## src/rtl/adc_seq_pkg.sv

```systemverilog
package adc_seq_pkg;
  localparam int unsigned DEF_NREG = 16;
  localparam int unsigned DEF_DW   = 12;
  localparam int unsigned DEF_LEN  = 4;
endpackage

```

## src/rtl/adc_seq_cfg.sv

```systemverilog
module adc_seq_cfg #(
  parameter int unsigned CW      = 4,
  parameter int unsigned LEN_RST = 4
) (
  input  logic          clk,
  input  logic          rst_n,
  input  logic          cfg_we,
  input  logic [CW-1:0] cfg_len,
  input  logic          cfg_fifo,
  output logic [CW-1:0] len_q,
  output logic          fifo_q
);
  localparam logic [CW-1:0] LEN_INIT = CW'(LEN_RST);

  always_ff @(posedge clk) begin
    if (!rst_n) begin
      len_q  <= LEN_INIT;
      fifo_q <= 1'b0;
    end else if (cfg_we) begin
      len_q  <= cfg_len;
      fifo_q <= cfg_fifo;
    end
  end
endmodule

```

## src/rtl/adc_seq_ctrl.sv

```systemverilog
module adc_seq_ctrl #(
  parameter int unsigned NREG = 16,
  parameter int unsigned CW   = $clog2(NREG)
) (
  input  logic          clk,
  input  logic          rst_n,
  input  logic          start,
  input  logic          abort,
  input  logic          scan,
  input  logic          freeze,
  input  logic          res_valid,
  input  logic [CW-1:0] len_q,
  input  logic          fifo_q,
  output logic          res_ready,
  output logic          wr_en,
  output logic [CW-1:0] cnt_q,
  output logic          busy_q,
  output logic          done_q
);
  localparam int unsigned  FULL = NREG;
  localparam logic [CW:0]  LEN_FULL = FULL[CW:0];
  localparam logic [CW-1:0] LAST_IDX = CW'(NREG - 1);

  logic [CW-1:0] pos_q;
  logic [CW:0]   len_eff;
  logic          last_beat;
  logic [CW-1:0] cnt_inc;

  always_comb begin
    len_eff   = (len_q == '0) ? LEN_FULL : {1'b0, len_q};
    last_beat = ({1'b0, pos_q} == (len_eff - 1'b1));
    cnt_inc   = (cnt_q == LAST_IDX) ? '0 : cnt_q + 1'b1;
    res_ready = busy_q && !freeze && !start && !abort;
    wr_en     = res_valid && res_ready;
  end

  always_ff @(posedge clk) begin
    if (!rst_n) begin
      busy_q <= 1'b0;
      done_q <= 1'b0;
      pos_q  <= '0;
      cnt_q  <= '0;
    end else if (abort) begin
      busy_q <= 1'b0;
      pos_q  <= '0;
      cnt_q  <= '0;
    end else if (start) begin
      busy_q <= 1'b1;
      done_q <= 1'b0;
      pos_q  <= '0;
      cnt_q  <= '0;
    end else if (wr_en) begin
      if (last_beat) begin
        pos_q  <= '0;
        done_q <= 1'b1;
        busy_q <= scan;
        cnt_q  <= fifo_q ? cnt_inc : '0;
      end else begin
        pos_q <= pos_q + 1'b1;
        cnt_q <= cnt_inc;
      end
    end
  end
endmodule

```

## src/rtl/adc_seq_regfile.sv

```systemverilog
module adc_seq_regfile #(
  parameter int unsigned NREG = 16,
  parameter int unsigned DW   = 12,
  parameter int unsigned CW   = $clog2(NREG)
) (
  input  logic            clk,
  input  logic            rst_n,
  input  logic            wr_en,
  input  logic [CW-1:0]   wr_idx,
  input  logic [DW-1:0]   wr_data,
  input  logic            clr_all,
  input  logic            rd_en,
  input  logic [CW-1:0]   rd_addr,
  output logic [DW-1:0]   rd_data,
  output logic [NREG-1:0] flags
);
  logic [DW-1:0] mem [NREG];

  always_ff @(posedge clk) begin
    if (!rst_n) begin
      for (int i = 0; i < NREG; i++) mem[i] <= '0;
    end else if (wr_en) begin
      mem[wr_idx] <= wr_data;
    end
  end

  for (genvar g = 0; g < NREG; g++) begin : g_flag
    logic hit_wr, hit_rd;
    assign hit_wr = wr_en && (wr_idx == CW'(g));
    assign hit_rd = rd_en && (rd_addr == CW'(g));
    always_ff @(posedge clk) begin
      if (!rst_n || clr_all) flags[g] <= 1'b0;
      else if (hit_wr)       flags[g] <= 1'b1;
      else if (hit_rd)       flags[g] <= 1'b0;
    end
  end

  assign rd_data = mem[rd_addr];
endmodule

```

## src/rtl/adc_result_seq.sv

```systemverilog
module adc_result_seq
  import adc_seq_pkg::*;
#(
  parameter int unsigned NREG = DEF_NREG,
  parameter int unsigned DW   = DEF_DW,
  parameter int unsigned RLEN = DEF_LEN,
  localparam int unsigned CW  = $clog2(NREG)
) (
  input  logic            clk,
  input  logic            rst_n,
  input  logic            cfg_we,
  input  logic [CW-1:0]   cfg_len,
  input  logic            cfg_fifo,
  input  logic            start,
  input  logic            abort,
  input  logic            scan,
  input  logic            freeze,
  input  logic            res_valid,
  output logic            res_ready,
  input  logic [DW-1:0]   res_data,
  input  logic            rd_en,
  input  logic [CW-1:0]   rd_addr,
  output logic [DW-1:0]   rd_data,
  input  logic [NREG-1:0] cmp_en,
  output logic [NREG-1:0] cmp_en_eff,
  output logic [CW-1:0]   conv_cnt,
  output logic [NREG-1:0] done_flags,
  output logic            seq_done,
  output logic            busy
);
  logic [CW-1:0] len_q;
  logic          fifo_q;
  logic          wr_en;

  adc_seq_cfg #(.CW(CW), .LEN_RST(RLEN)) u_cfg (
    .clk(clk), .rst_n(rst_n), .cfg_we(cfg_we), .cfg_len(cfg_len),
    .cfg_fifo(cfg_fifo), .len_q(len_q), .fifo_q(fifo_q)
  );

  adc_seq_ctrl #(.NREG(NREG), .CW(CW)) u_ctrl (
    .clk(clk), .rst_n(rst_n), .start(start), .abort(abort), .scan(scan),
    .freeze(freeze), .res_valid(res_valid), .len_q(len_q), .fifo_q(fifo_q),
    .res_ready(res_ready), .wr_en(wr_en), .cnt_q(conv_cnt),
    .busy_q(busy), .done_q(seq_done)
  );

  adc_seq_regfile #(.NREG(NREG), .DW(DW), .CW(CW)) u_rf (
    .clk(clk), .rst_n(rst_n), .wr_en(wr_en), .wr_idx(conv_cnt),
    .wr_data(res_data), .clr_all(start && !abort), .rd_en(rd_en),
    .rd_addr(rd_addr), .rd_data(rd_data), .flags(done_flags)
  );

  for (genvar g = 0; g < NREG; g++) begin : g_cmp
    assign cmp_en_eff[g] = cmp_en[g] && !fifo_q;
  end
endmodule

```

## config.mk

```make
export PLATFORM = sky130hd
export DESIGN_NAME = adc_result_seq
export DESIGN_NICKNAME = d
export VERILOG_FILES = /design/src/rtl/adc_seq_pkg.sv /design/src/rtl/adc_seq_cfg.sv /design/src/rtl/adc_seq_ctrl.sv /design/src/rtl/adc_seq_regfile.sv /design/src/rtl/adc_result_seq.sv
export SDC_FILE = /design/constraint.sdc
export NUM_CORES = 1
export LEC_CHECK = 0
export BUFFER_PORTS_ARGS = -buffer_cell sky130_fd_sc_hd__buf_4
export CAP_MARGIN = 5
export CORE_MARGIN = 2
export CORE_UTILIZATION = 65
export CTS_BUF_LIST = sky130_fd_sc_hd__clkbuf_2
export DETAILED_ROUTE_END_ITERATION = 10
export GPL_ROUTABILITY_DRIVEN = 0
export HOLD_SLACK_MARGIN = 0.12
export PLACE_DENSITY_LB_ADDON = 0.15
export SYNTH_ARGS = -nofsm -noshare
export SYNTH_HDL_FRONTEND = slang
export SYNTH_HIERARCHICAL = 1
export SYNTH_SLANG_ARGS = --single-unit
export TNS_END_PERCENT = 10
```

## constraint.sdc

```tcl
create_clock -name clk -period 3.8 [get_ports clk]
set_clock_uncertainty 0.1 [all_clocks]
set_input_delay 0.57 -clock clk [delete_from_list [all_inputs] [get_ports clk]]
set_output_delay 0.57 -clock clk [all_outputs]
set_load 0.1 [all_outputs]
```

==> results.json <==
{
  "coreArea_um2": 15800,
  "worst_pin_slew_ns": 0.908,
  "grt_use_total_pct": 31.5,
  "place_ws_ns": 0.548,
  "slowest_stage": "buf_4",
  "avgSynthCellArea_um2": 13.8,
  "rr_startpoint": "u_cfg/len_q[0]$_SDFFE_PN0P_",
  "max_freq_mhz": 306,
  "synthDominantCellAreaShare_pct": 55.4,
  "final.setup.tns_ns": 0,
  "grt_max_degree": 53,
  "antenna_found_initial": 1,
  "ir_drop_uv": 276,
  "multi_input_area_um2": 3740,
  "status": "completed",
  "p_sw_mw": 1.39,
  "hold_violations": 0,
  "dp_hpwl_mm": 16.4,
  "ys_types": 48,
  "switching_share_pct": 27.7,
  "cp_common_cell": "buf_4",
  "synth_seq_cells": 223,
  "power.leakage_nw": 4.67,
  "clock_latency_ns": 0.76,
  "grt_pass1_vias": 7212,
  "fp-row-count": 46,
  "via_per_inst": 6.07,
  "start_util_pct": 66.0,
  "worst_slack_ns": 0.527,
  "die-area_um2": 17000,
  "syn_inst": 756,
  "async_flop_share_pct": 0,
  "drt_iter0_markers": 761,
  "cts_root_buf": "clkbuf_2",
  "drc": 0,
  "fin_nets": 952,
  "r2r_cells": 9,
  "cts_made_buffers": 53,
  "synthTopCellsByCount": "193 x and2_1, 192 x edfxtp_1, 51 x nand2_1",
  "grt_pass1_wl_mm": 39.2,
  "finalCritPeriodShare_pct": 86.1,
  "worstPathArrival_ns": 2.60,
  "drv_cap": 0,
  "syn_to_final_growth_pct": 16.1,
  "synthTopCellsByArea": "edfxtp_1 55%, and2_1 12%, mux4_2 7.1%",
  "holdPathStages": 4,
  "drive_gt1_share_pct": 26.4,
  "internal_power_mw": 3.61,
  "io_buffer_count": 96,
  "reg2reg_to": "u_ctrl/busy_q$_SDFFE_PP0P_",
  "hold_path_class": "in -> reg",
  "min_from": "rd_addr[3]",
  "synth_area_um2": 10400,
  "io_pins": 97,
  "crit_path_max_fanout": 41,
  "required_ns": 3.13,
  "wl_mm": 26.0,
  "max_slew_margin_pct": 39.3,
  "synth_nets": 806,
  "overflow": 0,
  "seq_area_um2": 6390,
  "power.density_nw_per_um2": 414,
  "yosysWarningCount": 6,
  "wl_per_cell_um": 22.5,
  "finalSetupViolCount": 0,
  "crit_type": "in -> out",
  "die_h_um": 131,
  "clk_path_buf_depth": 3,
  "fillers": 994,
  "vias": 7003,
  "fin_crit_ns": 3.27,
  "synth_top_cell_by_area": "edfxtp_1",
  "min_to": "u_rf/flags[13]$_SDFFE_PP0P_",
  "numClockSinks": 223,
  "critical-path-top-delay-family": "buffers and inverters",
  "power_mw": 5.00,
  "rsz0062_at_grt": "false",
  "startpoint_type": "primary input",
  "end_kind": "output port",
  "htree_levels": 2,
  "ctsResizeCount": 0,
  "crit_cells": 6,
  "synth_flop_cell": "edfxtp_1",
  "power_frac_clock_pct": 31.4,
  "dieWidth_um": 131,
  "slowest_delay_ns": 0.57,
  "path_clk_slew_ns": 0.09,
  "drv_slew": 0,
  "tritoncts": "yes",
  "synth-edff-count": 192,
  "ys_seq_area_share_pct": 61.4,
  "p_comb_share_pct": 13.0,
  "rrSetupSlack_ns": 0.98,
  "seq_power_share_pct": 55.5,
  "ant_nets": 0,
  "cp_num_buf_inv": 3,
  "firstDrtPassIters": 5,
  "path_cells": "buf_4, buf_4, mux4_1, a22oi_1, nand2_1, buf_4",
  "synth.most_common_cell": "and2_1"
}
==> sequential cells by signal, summed over array words and instances (netlist names) <==
register,count
u_cfg/fifo_q,1
u_cfg/len_q,4
u_ctrl/busy_q,1
u_ctrl/cnt_q,4
u_ctrl/done_q,1
u_ctrl/pos_q,4
u_rf/flags,16
u_rf/mem,192
==> layer usage <==
layer | share of wire [%] | up-vias | GRT usage (%)
li1 | - | 3076 | -
met1 | 38 | 3465 | 42.1
met2 | 50 | 391 | 51.4
met3 | 8.7 | 71 | 6.68
met4 | 3.2 | 0 | 12.7
met5 | 0 | - | 0
==> worst register-to-register path, stage by stage, from the launching register on <==
cell and delay (ns):
dfxtp_1 0.43, inv_1 0.10, ha_1 0.26, nor4b_1 0.17
a311o_1 0.33, nor3_1 0.29, nand3_1 0.22, o21ai_1 0.19
a21oi_1 0.08, dlygate4sd3_1 0.54
==> repair_timing <==
item / in CTS / in global routing
buffers inserted: 0 / 0
hold buffers: 32 / 0
hold endpoints to repair: 207 / 0
==> cells in the final DEF (no fill, tap or decap), drive strengths merged, types with 24 or more instances in the layout <==
cell	synthesis	final
edfxtp	192	192
mux4	48	48
nand2	51	51
a21oi	24	24
dlygate4sd3	0	32
and2	193	193
dfxtp	31	31
a22oi	25	25
buf	15	113
clkbuf	39	75
==> cell families (layout without fill, tap and decap cells) <==
family / Yosys count / in the layout / share of synthesized area [%]
buffers and inverters: 60 / 241 / 2.73
XOR/XNOR: 5 / 5 / 0.493
AO/OA/AOI/OAI: 74 / 74 / 4.39
adder cells (fa/ha/maj): 5 / 5 / 0.577
AND/OR/NAND/NOR: 336 / 336 / 19.0
multiplexers: 53 / 53 / 11.4
other: 0 / 1 / 0
flip-flops: 223 / 223 / 61.4
==> through the flow <==
step	instances	utilization (%)	instance area, um^2	hold WS, ns
2_1_floorplan	756	-	10400	0.376
3_3_place_gp	1031	71.5	11300	0.335
3_5_place_dp	1031	71.5	11300	0.343
4_1_cts	1153	76.6	12100	0.136
5_1_grt	1154	76.6	12100	0.156
6_report	1154	76.6	12100	0.189
==> power groups by stage <==
stage                     registers [mW]  clock network [mW]  logic [mW]
after global routing                2.78                1.72       0.679
after global placement              2.82                   0       0.607
after CTS                           2.77                1.59       0.646
after floorplan                     2.81                   0       0.446
final                               2.77                1.57       0.652
after detailed placement            2.83                   0       0.616
==> how the worst max path moves through the flow <==
stage	from	to	slack [ns]
2_1_floorplan	u_ctrl/busy_q$_SDFFE_PP0P_	u_rf/mem[12][0]$_SDFFCE_PN0P_	0.16
3_3_place_gp	rd_addr[0]	rd_data[7]	0.55
3_5_place_dp	rd_addr[0]	rd_data[1]	0.55
4_1_cts	rd_addr[0]	rd_data[1]	0.53
5_1_grt	rd_addr[0]	rd_data[7]	0.38
6_report	rd_addr[0]	rd_data[7]	0.53
==> area by class of cell <==
cell class                      instances  area share (%)
Sequential cell                       223            52.9
Multi-Input combinational cell        473            31.0
Timing Repair Buffer                  145            9.67
Clock buffer                           75            3.11
Tap cell                              216            2.24
Clock inverter                         15           0.911
Inverter                                6           0.186
Antenna cell                            1          0.0207
(Power assumes the default switching activity.)
